[config.mk]
export PLATFORM = sky130hd
export DESIGN_NAME = mdio_resp
export DESIGN_NICKNAME = d
export VERILOG_FILES = /design/src/rtl/mdio_resp_pkg.sv /design/src/rtl/mdio_resp_ctl.sv /design/src/rtl/mdio_resp_regs.sv /design/src/rtl/mdio_resp_frame.sv /design/src/rtl/mdio_resp.sv
export SDC_FILE = /design/constraint.sdc
export NUM_CORES = 1
export LEC_CHECK = 0
export BUFFER_PORTS_ARGS = -buffer_cell sky130_fd_sc_hd__buf_2
export CORE_MARGIN = 2
export CORE_UTILIZATION = 46
export DETAILED_ROUTE_END_ITERATION = 10
export MAX_ROUTING_LAYER = met4
export PLACE_DENSITY = 0.62
export SLEW_MARGIN = 25
export SYNTH_ARGS = -nofsm -noshare
export SYNTH_HDL_FRONTEND = slang
export SYNTH_HIERARCHICAL = 1
export SYNTH_SLANG_ARGS = --single-unit
export TNS_END_PERCENT = 50
[constraint.sdc]
create_clock -name clk_i -period 2.71 [get_ports clk_i]
set_input_delay 0.542 -clock clk_i [delete_from_list [all_inputs] [get_ports clk_i]]
set_output_delay 0.542 -clock clk_i [all_outputs]
set_load 0.05 [all_outputs]
[src/rtl/mdio_resp_pkg.sv]
package mdio_resp_pkg;
  localparam int CTL_W    = 4;
  localparam int DOUT_BIT = 0;
  localparam int DIN_BIT  = 1;
  localparam int OE_BIT   = 2;
  localparam int CLK_BIT  = 3;

  localparam int ADDR_W   = 5;

  localparam logic [1:0] START_CODE = 2'b01;
  localparam logic [1:0] OP_WRITE   = 2'b01;
  localparam logic [1:0] OP_READ    = 2'b10;
  localparam logic [1:0] TA_WRITE   = 2'b10;

  typedef enum logic [1:0] {
    ST_IDLE = 2'd0,
    ST_RD   = 2'd1,
    ST_WR   = 2'd2
  } frame_state_e;
endpackage

[src/rtl/mdio_resp_ctl.sv]
module mdio_resp_ctl
  import mdio_resp_pkg::*;
(
  input  logic             clk_i,
  input  logic             rst_ni,
  input  logic             we_i,
  input  logic [CTL_W-1:0] wdata_i,
  input  logic             din_set_i,
  input  logic             din_val_i,
  output logic [CTL_W-1:0] ctl_o,
  output logic             edge_o,
  output logic             bit_o
);
  logic [CTL_W-1:0] ctl_q;
  logic             din_nx;

  // previous clock bit lives in ctl_q; writes are already synchronous
  assign edge_o = we_i && wdata_i[CLK_BIT] && !ctl_q[CLK_BIT];
  assign bit_o  = wdata_i[DOUT_BIT] && wdata_i[OE_BIT];
  assign din_nx = din_set_i ? din_val_i : ctl_q[DIN_BIT];

  always_ff @(posedge clk_i or negedge rst_ni) begin
    if (!rst_ni) begin
      ctl_q <= '0;
    end else if (we_i) begin
      ctl_q[CLK_BIT]  <= wdata_i[CLK_BIT];
      ctl_q[OE_BIT]   <= wdata_i[OE_BIT];
      ctl_q[DOUT_BIT] <= wdata_i[DOUT_BIT];
      ctl_q[DIN_BIT]  <= din_nx;
    end
  end

  assign ctl_o = ctl_q;

  AST_DIN_READONLY: assert property (@(posedge clk_i) disable iff (!rst_ni)
    (we_i && !din_set_i) |=> (ctl_q[DIN_BIT] == $past(ctl_q[DIN_BIT])));

  AST_IDLE_WORD_HOLD: assert property (@(posedge clk_i) disable iff (!rst_ni)
    !we_i |=> $stable(ctl_q));
endmodule

[src/rtl/mdio_resp_regs.sv]
module mdio_resp_regs
  import mdio_resp_pkg::*;
#(
  parameter int DATA_W = 16,
  parameter logic [DATA_W-1:0] ID_HI = 16'h0022,
  parameter logic [DATA_W-1:0] ID_LO = 16'h161A
) (
  input  logic              clk_i,
  input  logic              rst_ni,
  input  logic [ADDR_W-1:0] rd_addr_i,
  output logic [DATA_W-1:0] rd_data_o,
  input  logic              wr_en_i,
  input  logic [ADDR_W-1:0] wr_addr_i,
  input  logic [DATA_W-1:0] wr_data_i
);
  localparam int NUM_REGS = 1 << ADDR_W;
  localparam int ID_HI_IDX = 2;
  localparam int ID_LO_IDX = 3;

  logic [DATA_W-1:0] regs_q [NUM_REGS];

  function automatic logic [DATA_W-1:0] reset_val(input int idx);
    if (idx == ID_HI_IDX) return ID_HI;
    if (idx == ID_LO_IDX) return ID_LO;
    return '0;
  endfunction

  for (genvar i = 0; i < NUM_REGS; i++) begin : g_reg
    always_ff @(posedge clk_i or negedge rst_ni) begin
      if (!rst_ni) regs_q[i] <= reset_val(i);
      else         regs_q[i] <= regs_q[i];
    end
  end

  assign rd_data_o = regs_q[rd_addr_i];

  // write frames are accepted on the wire and discarded here
  logic unused_wr;
  assign unused_wr = ^{wr_en_i, wr_addr_i, wr_data_i};

  AST_BANK_FROZEN: assert property (@(posedge clk_i) disable iff (!rst_ni)
    wr_en_i |=> $stable(rd_data_o) || $changed(rd_addr_i));
endmodule

[src/rtl/mdio_resp_frame.sv]
module mdio_resp_frame
  import mdio_resp_pkg::*;
#(
  parameter int DATA_W = 16
) (
  input  logic              clk_i,
  input  logic              rst_ni,
  input  logic              edge_i,
  input  logic              bit_i,
  output logic [ADDR_W-1:0] rd_addr_o,
  input  logic [DATA_W-1:0] rd_data_i,
  output logic              din_set_o,
  output logic              din_val_o,
  output logic              wr_fire_o,
  output logic [ADDR_W-1:0] wr_addr_o,
  output logic [DATA_W-1:0] wr_data_o
);
  localparam int HIST_W = 2 * DATA_W;
  localparam int CNT_W  = $clog2(HIST_W) + 2;
  localparam logic signed [CNT_W-1:0] CNT_SYNC = CNT_W'(HIST_W);
  localparam logic signed [CNT_W-1:0] CNT_DEC  = CNT_W'(DATA_W);
  localparam logic signed [CNT_W-1:0] CNT_DONE = '0;
  localparam logic signed [CNT_W-1:0] CNT_ONE  = CNT_W'(1);
  localparam logic signed [CNT_W-1:0] CNT_EXP  = '1;

  logic [HIST_W-1:0]        hist_q, hist_nx;
  logic signed [CNT_W-1:0]  cnt_q, cnt_eff, cnt_nx;
  frame_state_e             state_q, st_mid, st_nx;
  logic [DATA_W-1:0]        shift_q, shift_mid, shift_nx;
  logic [ADDR_W-1:0]        phy_q, reg_q;
  logic [DATA_W-1:0]        hdr;
  logic                     at_dec, rd_ok, wr_ok, drive, commit;

  assign hist_nx = {hist_q[HIST_W-2:0], bit_i};
  assign cnt_eff = (hist_nx == '1) ? CNT_SYNC : cnt_q;
  assign hdr     = hist_nx[DATA_W-1:0];
  assign at_dec  = (cnt_eff == CNT_DEC);

  assign rd_ok = (hdr[15:14] == START_CODE) && (hdr[13:12] == OP_READ) && !hdr[0];
  assign wr_ok = (hdr[15:14] == START_CODE) && (hdr[13:12] == OP_WRITE) &&
                 (hdr[1:0] == TA_WRITE);

  assign rd_addr_o = hdr[6:2];

  always_comb begin
    st_mid = state_q;
    if (at_dec) begin
      if (wr_ok)      st_mid = ST_WR;
      else if (rd_ok) st_mid = ST_RD;
      else            st_mid = ST_IDLE;
    end
  end

  assign shift_mid = (at_dec && rd_ok) ? rd_data_i : shift_q;
  assign drive     = (st_mid == ST_RD) && (cnt_eff < CNT_DEC);
  assign shift_nx  = drive ? {shift_mid[DATA_W-2:0], 1'b0} : shift_mid;
  assign commit    = (cnt_eff == CNT_DONE) && (st_mid != ST_IDLE);
  assign st_nx     = commit ? ST_IDLE : st_mid;
  // saturate at the expired value so a stale count never re-arms
  assign cnt_nx    = (cnt_eff == CNT_EXP) ? CNT_EXP : cnt_eff - CNT_ONE;

  always_ff @(posedge clk_i or negedge rst_ni) begin
    if (!rst_ni) begin
      hist_q  <= '0;
      cnt_q   <= CNT_EXP;
      state_q <= ST_IDLE;
      shift_q <= '0;
      phy_q   <= '0;
      reg_q   <= '0;
    end else if (edge_i) begin
      hist_q  <= hist_nx;
      cnt_q   <= cnt_nx;
      state_q <= st_nx;
      shift_q <= shift_nx;
      if (at_dec && (rd_ok || wr_ok)) begin
        phy_q <= hdr[11:7];
        reg_q <= hdr[6:2];
      end
    end
  end

  assign din_set_o = edge_i && drive;
  assign din_val_o = shift_mid[DATA_W-1];
  assign wr_fire_o = edge_i && commit && (st_mid == ST_WR);
  assign wr_addr_o = reg_q;
  assign wr_data_o = hdr;

  // PHY address is latched but every address answers
  logic unused_phy;
  assign unused_phy = ^phy_q;

  AST_NO_EDGE_HOLD: assert property (@(posedge clk_i) disable iff (!rst_ni)
    !edge_i |=> ($stable(hist_q) && $stable(cnt_q) && $stable(state_q)));

  AST_SYNC_RELOAD: assert property (@(posedge clk_i) disable iff (!rst_ni)
    (edge_i && (hist_nx == '1)) |=> (cnt_q == CNT_SYNC - CNT_ONE));

  AST_CNT_RANGE: assert property (@(posedge clk_i) disable iff (!rst_ni)
    (cnt_q >= CNT_EXP) && (cnt_q < CNT_SYNC));

  AST_READ_WINDOW: assert property (@(posedge clk_i) disable iff (!rst_ni)
    (state_q == ST_RD) |-> ((cnt_q < CNT_DEC) && (cnt_q >= CNT_DONE)));

  AST_FRAME_END: assert property (@(posedge clk_i) disable iff (!rst_ni)
    (edge_i && (cnt_q == CNT_DONE)) |=> (state_q == ST_IDLE));

  AST_ADDR_LATCH: assert property (@(posedge clk_i) disable iff (!rst_ni)
    (edge_i && at_dec && (rd_ok || wr_ok)) |=> (reg_q == $past(hdr[6:2])));
endmodule

[src/rtl/mdio_resp.sv]
module mdio_resp
  import mdio_resp_pkg::*;
#(
  parameter int DATA_W = 16
) (
  input  logic             clk_i,
  input  logic             rst_ni,
  input  logic             ctl_we_i,
  input  logic [CTL_W-1:0] ctl_wdata_i,
  output logic [CTL_W-1:0] ctl_rdata_o
);
  logic              edge_w, bit_w, din_set_w, din_val_w, wr_fire_w;
  logic [ADDR_W-1:0] rd_addr_w, wr_addr_w;
  logic [DATA_W-1:0] rd_data_w, wr_data_w;

  mdio_resp_ctl u_ctl (
    .clk_i     (clk_i),
    .rst_ni    (rst_ni),
    .we_i      (ctl_we_i),
    .wdata_i   (ctl_wdata_i),
    .din_set_i (din_set_w),
    .din_val_i (din_val_w),
    .ctl_o     (ctl_rdata_o),
    .edge_o    (edge_w),
    .bit_o     (bit_w)
  );

  mdio_resp_frame #(.DATA_W(DATA_W)) u_frame (
    .clk_i     (clk_i),
    .rst_ni    (rst_ni),
    .edge_i    (edge_w),
    .bit_i     (bit_w),
    .rd_addr_o (rd_addr_w),
    .rd_data_i (rd_data_w),
    .din_set_o (din_set_w),
    .din_val_o (din_val_w),
    .wr_fire_o (wr_fire_w),
    .wr_addr_o (wr_addr_w),
    .wr_data_o (wr_data_w)
  );

  mdio_resp_regs #(.DATA_W(DATA_W)) u_regs (
    .clk_i     (clk_i),
    .rst_ni    (rst_ni),
    .rd_addr_i (rd_addr_w),
    .rd_data_o (rd_data_w),
    .wr_en_i   (wr_fire_w),
    .wr_addr_i (wr_addr_w),
    .wr_data_i (wr_data_w)
  );
endmodule

Word level (Yosys, flattened, before mapping)
Memory sizes are Yosys's and may differ from the RTL's.
Cells that the tools add are included.
- memory bits (read-only): 512
- bits in registers: 60
- word-level logic and storage cells: 45
- memories kept: 1
- output and inout port bits: 4
- memories (name ; words ; bits a word ; rd ports ; clocked after memory_dff ; wr ports ; RTL line ; text):
    (no name shown) ; 32 ; 16 ; 1 ; 0 ; 0 ; mdio_resp_regs.sv:35 ; assign rd_data_o = regs_q[rd_addr_i];
- eq/ne operators: 8
- order comparisons: 2
- add/subtract/negate cells: 1
- mux-type cells: 10
- reductions and logical operators: 16
- bitwise operators: 1
- operators by type and width (cell ; count):
    16-bit two-way mux ; 4
    32-bit equality test, second input constant ; 1
    7-bit two-way mux ; 2
    1-bit logical AND ; 11
    7-bit by 1-bit equality test with 1-bit output, second input constant ; 1
    7-bit by 6-bit equality test with 1-bit output, second input constant ; 1
    7-bit logical NOT ; 1
    7-bit by 6-bit less-than comparator with 1-bit output, second input constant ; 1
    7-bit by 2-bit subtractor with 7-bit output, second input constant ; 1
    2-bit by 1-bit equality test with 1-bit output, second input constant ; 3
    6-bit >= comparator, second input constant ; 1
    2-bit two-way mux ; 3
    5-bit NOT with 6-bit output ; 1
    2-bit equality test, second input constant ; 2
    1-bit logical NOT ; 2
    2-bit AND reduction ; 1
    2-bit nonzero test ; 1
    1-bit two-way mux ; 1

Longest topological paths before layout
- depth after elaboration: 10
- mapped depth: 13

Modules after synthesis
The synthesis kept the hierarchy.
- by module, submodules not included (module ; cells an instance ; seq. area each (µm²) ; instances ; area each (µm²)):
    mdio_resp_frame ; 281 ; 1535.2 ; 1 ; 3219.3
    mdio_resp_ctl ; 13 ; 100.1 ; 1 ; 166.4
    mdio_resp_regs ; 17 ; 0.0 ; 1 ; 138.9

Worst setup path before layout
OpenSTA, ideal clock, no wires.
- kind: input-to-reg
- from: input ctl_wdata_i[0]
- to: register u_ctl.ctl_q[1], in the netlist u_ctl/ctl_o[1]
- stages on the path: 12
- required time: 2585 ps
- path slack: -102 ps
- path buffers: 2
- setup time: 125 ps
- arrival time: 2687 ps
- cells stage by stage: and2_1 > nand4_1 > nor4_4 > nand2_2 > nand2_1 > ha_1 > nor3b_2 > and4_4 > buf_6 > buf_4 > o21ai_0 > mux2_4
- RTL lines (what ; RTL line ; text):
    from (decl) ; mdio_resp.sv:9 ; input logic [CTL_W-1:0] ctl_wdata_i,
    1-bit logical AND * ; mdio_resp_ctl.sv:19 ; assign bit_o = wdata_i[DOUT_BIT] && wdata_i[OE_BIT];
    32-bit equality test ; mdio_resp_frame.sv:35 ; assign cnt_eff = (hist_nx == '1) ? CNT_SYNC : cnt_q;
    7-bit two-way mux ; mdio_resp_frame.sv:35 ;
    7-bit by 6-bit equality test with 1-bit output ; mdio_resp_frame.sv:37 ; assign at_dec = (cnt_eff == CNT_DEC);
    1-bit logical AND * ; mdio_resp_frame.sv:54 ; assign shift_mid = (at_dec && rd_ok) ? rd_data_i : shift_q;
    16-bit two-way mux * ; mdio_resp_frame.sv:54 ;
    net din_val_w ; mdio_resp.sv:12 ; logic edge_w, bit_w, din_set_w, din_val_w, wr_fire_w;
    to (signal, indexed assignment) ; mdio_resp_ctl.sv:27 ; ctl_q[OE_BIT] <= wdata_i[OE_BIT];
    to (signal, indexed assignment) ; mdio_resp_ctl.sv:28 ; ctl_q[DOUT_BIT] <= wdata_i[DOUT_BIT];
    to (signal, indexed assignment) ; mdio_resp_ctl.sv:29 ; ctl_q[DIN_BIT] <= din_nx;
    to (decl) ; mdio_resp_ctl.sv:14 ; logic [CTL_W-1:0] ctl_q;
Mark *: on every way through the listed nets, which the timed path passes. The rest lies on a longest branch.
A chain may end at the register's enable or synchronous reset.

Worst setup path in the final report
- from: input ctl_wdata_i[0]
- to: register u_frame.shift_q[2]
- longest elaborated chain between the ends: 9
- ends and longest elaborated chain (what ; RTL line ; text):
    1-bit logical AND * ; mdio_resp_ctl.sv:19 ;
    net bit_w ; mdio_resp.sv:12 ;
    branches (longest 7 deep; another with 7-bit by 6-bit less-than comparator with 1-bit output) ; - ;
    16-bit two-way mux * ; mdio_resp_frame.sv:56 ; assign shift_nx = drive ? {shift_mid[DATA_W-2:0], 1'b0} : shift_mid;
    to (signal assigned) ; mdio_resp_frame.sv:74 ; shift_q <= shift_nx;
    to (decl) ; mdio_resp_frame.sv:29 ; logic [DATA_W-1:0] shift_q, shift_mid, shift_nx;
Mark *: on every way through the listed nets, which the timed path passes.

==> flow_summary.yaml <==
run_status:
  status: "finished clean"
floorplan:
  ios: 11
  die-area_mm2: 0.00763
  rows: 30
  core_mm2: 0.00676
  initial_core_util_pct: 47.3
  die_y_um: 87.3
  die_x_um: 87.3
clocking:
  cts_made_buffers: 9
  cts_tree: "built"
  ctsHtreeMaxLevel: 3
  cts_buffer_depth: 2
  root_buffer: "clkbuf_8"
  clock-sinks: 60
  clock_latency_ns: 0.34
  clk_pin_slew_ns: 0.07
route:
  vias_per_cell: 5.44
  wire_per_inst_um: 14.8
  dr_total_vias: 2068
  wl_um: 5610
  drc_errors: 0
  drt.antenna.violating_nets: 0
  initialDrtViolationCount: 98
  drt_first_pass_iters: 4
setup_path:
  cp_max_fo: 11
  criticalPathCategory: "in -> reg"
  worstPathArrival_ns: 2.76
  setup.worst_path.start_class: "input pin"
  required_ns: 2.94
  critPathCaptureType: "flop"
timing:
  max_freq_mhz: 396
  slew_viol_final: 0
  finalCriticalPeriod_ns: 2.53
  finalSetupTns_ns: 0
  fin_ws_ns: 0.184
  hold_viol_final: 0
  fin_crit_sh_pct: 93.2
  setup_viol: 0
  rsz0062_at_grt: "true"
  worst_slew_pin_slew_ns: 0.798
  fin_skew_ns: 0.0117
  slew_headroom_pct: 46.8
pwr:
  power_per_cell_area_mw_per_mm2: 640
  p_switching_mw: 0.701
  total_power_mw: 2.26
  pwr-share-seq_pct: 51.2
  power_leakage_nw: 1.83
  switching_share_pct: 31.1
  ir_drop_uv: 459
  comb_power_share_pct: 15.8
  clkPwrFrac_pct: 33.1
  p_int_mw: 1.55
global_route:
  grt_max_degree: 62
  grt_pass1_vias: 1921
  antenna_found_initial: 0
  overflow: 0
  grt_pass1_wl_um: 9180
  grt_usage_pct: 16.0
worst_hold_path:
  hold_path.class: "in -> async"
final_layout:
  syn_to_final_growth_pct: 10.2
  fill_cells: 608
  drive_gt1_share_pct: 35.3
  nets: 305
  mostFrequentLayoutCells: "dfrtp_1 (52), mux2_2 (33), nand2_1 (16), o21ai_0 (16), nand3_1 (15)"
  fin_util_pct: 52.1
  num_antenna_cells: 0
  final_common_cell: "dfrtp_1"
yosys:
  syn_area_mm2: 0.00320
  synth_warnings: 6
  postSynthCellCount: 281
  syn_area_per_cell_um2: 11.4
place:
  post-place-ws_ns: -0.0401
  dpl.hpwl_um: 3590
  gp_congestion: 0.801
  io_buffers: 9
job:
  max_cap_violations: 0
[power groups by stage]
stage | combinational (mW) | sequential, mW | clock, mW
2_1_floorplan | 0.298 | 1.15 | 0
3_3_place_gp | 0.332 | 1.17 | 0
3_5_place_dp | 0.339 | 1.17 | 0
4_1_cts | 0.340 | 1.16 | 0.774
5_1_grt | 0.394 | 1.17 | 0.811
6_report | 0.355 | 1.15 | 0.745
[path summary, 6_finish.rpt]
check / from / slack (ns) / endpoint / cells past startpoint
max: ctl_wdata_i[0] / 0.18 / u_frame/shift_q[2] / 12
min: rst_ni / 0.28 / u_frame/state_q[0] / 1
max reg2reg: u_frame/hist_q[11] / 0.20 / u_frame/shift_q[2] / 10
min reg2reg: u_frame/shift_q[9] / 0.48 / u_frame/shift_q[9] / 1
max in group asynchronous: rst_ni / 1.74 / u_frame/hist_q[12] / 2
min in group clk_i: ctl_wdata_i[2] / 0.44 / u_ctl/ctl_o[2] / 2
[critical path: stages]
cell and delay (ns):
buf_2 0.09, and2_1 0.15, nand4_1 0.14, nor4_4 0.42
nand2_2 0.12, nand2_1 0.11, ha_1 0.15, nor3b_4 0.27
and4_4 0.32, o21ai_2 0.11, buf_12 0.17, a21o_1 0.18
[metrics by stage]
stage / instances / hold WS, ns / instance area, µm²
floorplan: 289 / 0.246 / 3230
global placement: 360 / 0.458 / 3310
detailed placement: 360 / 0.468 / 3310
CTS: 376 / 0.305 / 3490
global route: 380 / 0.341 / 3520
finish: 380 / 0.278 / 3520
[registers in the layout, summed over array words and instances, names as in the netlist]
| register | flops |
|---|---|
| u_ctl/ctl_o | 4 |
| u_frame/cnt_q | 7 |
| u_frame/hist_q | 31 |
| u_frame/shift_q | 16 |
| u_frame/state_q | 2 |
[layout make-up]
cell class	instances	area, µm²	area share (%)
clock buffers	9	124	3.52
clock inverters	7	57.6	1.63
inverters	7	26.3	0.746
multi-input cells	191	1490	42.4
flip-flops and latches	60	1510	42.9
well taps	80	100	2.84
repair buffers	26	210	5.97
[what timing repair did]
action                                  in CTS  in global routing
endpoints found under the setup margin       0                  1
hold buffers                                 0                  0
gates resized for setup                      0                  2
buffers inserted                             0                  4
[per-layer routing]
metal | part of all wire (%) | GRT usage (%) | up-vias | wire length (µm)
li1 | - | - | 1013 | -
met3 | 2.7 | 5.40 | 8 | 152
met4 | 0.75 | 4.62 | 0 | 42
met1 | 50 | 20.6 | 1026 | 2780
met5 | 0 | - | - | 0
met2 | 47 | 24.0 | 21 | 2630
No activity file was read; power rests on OpenSTA's default activity.
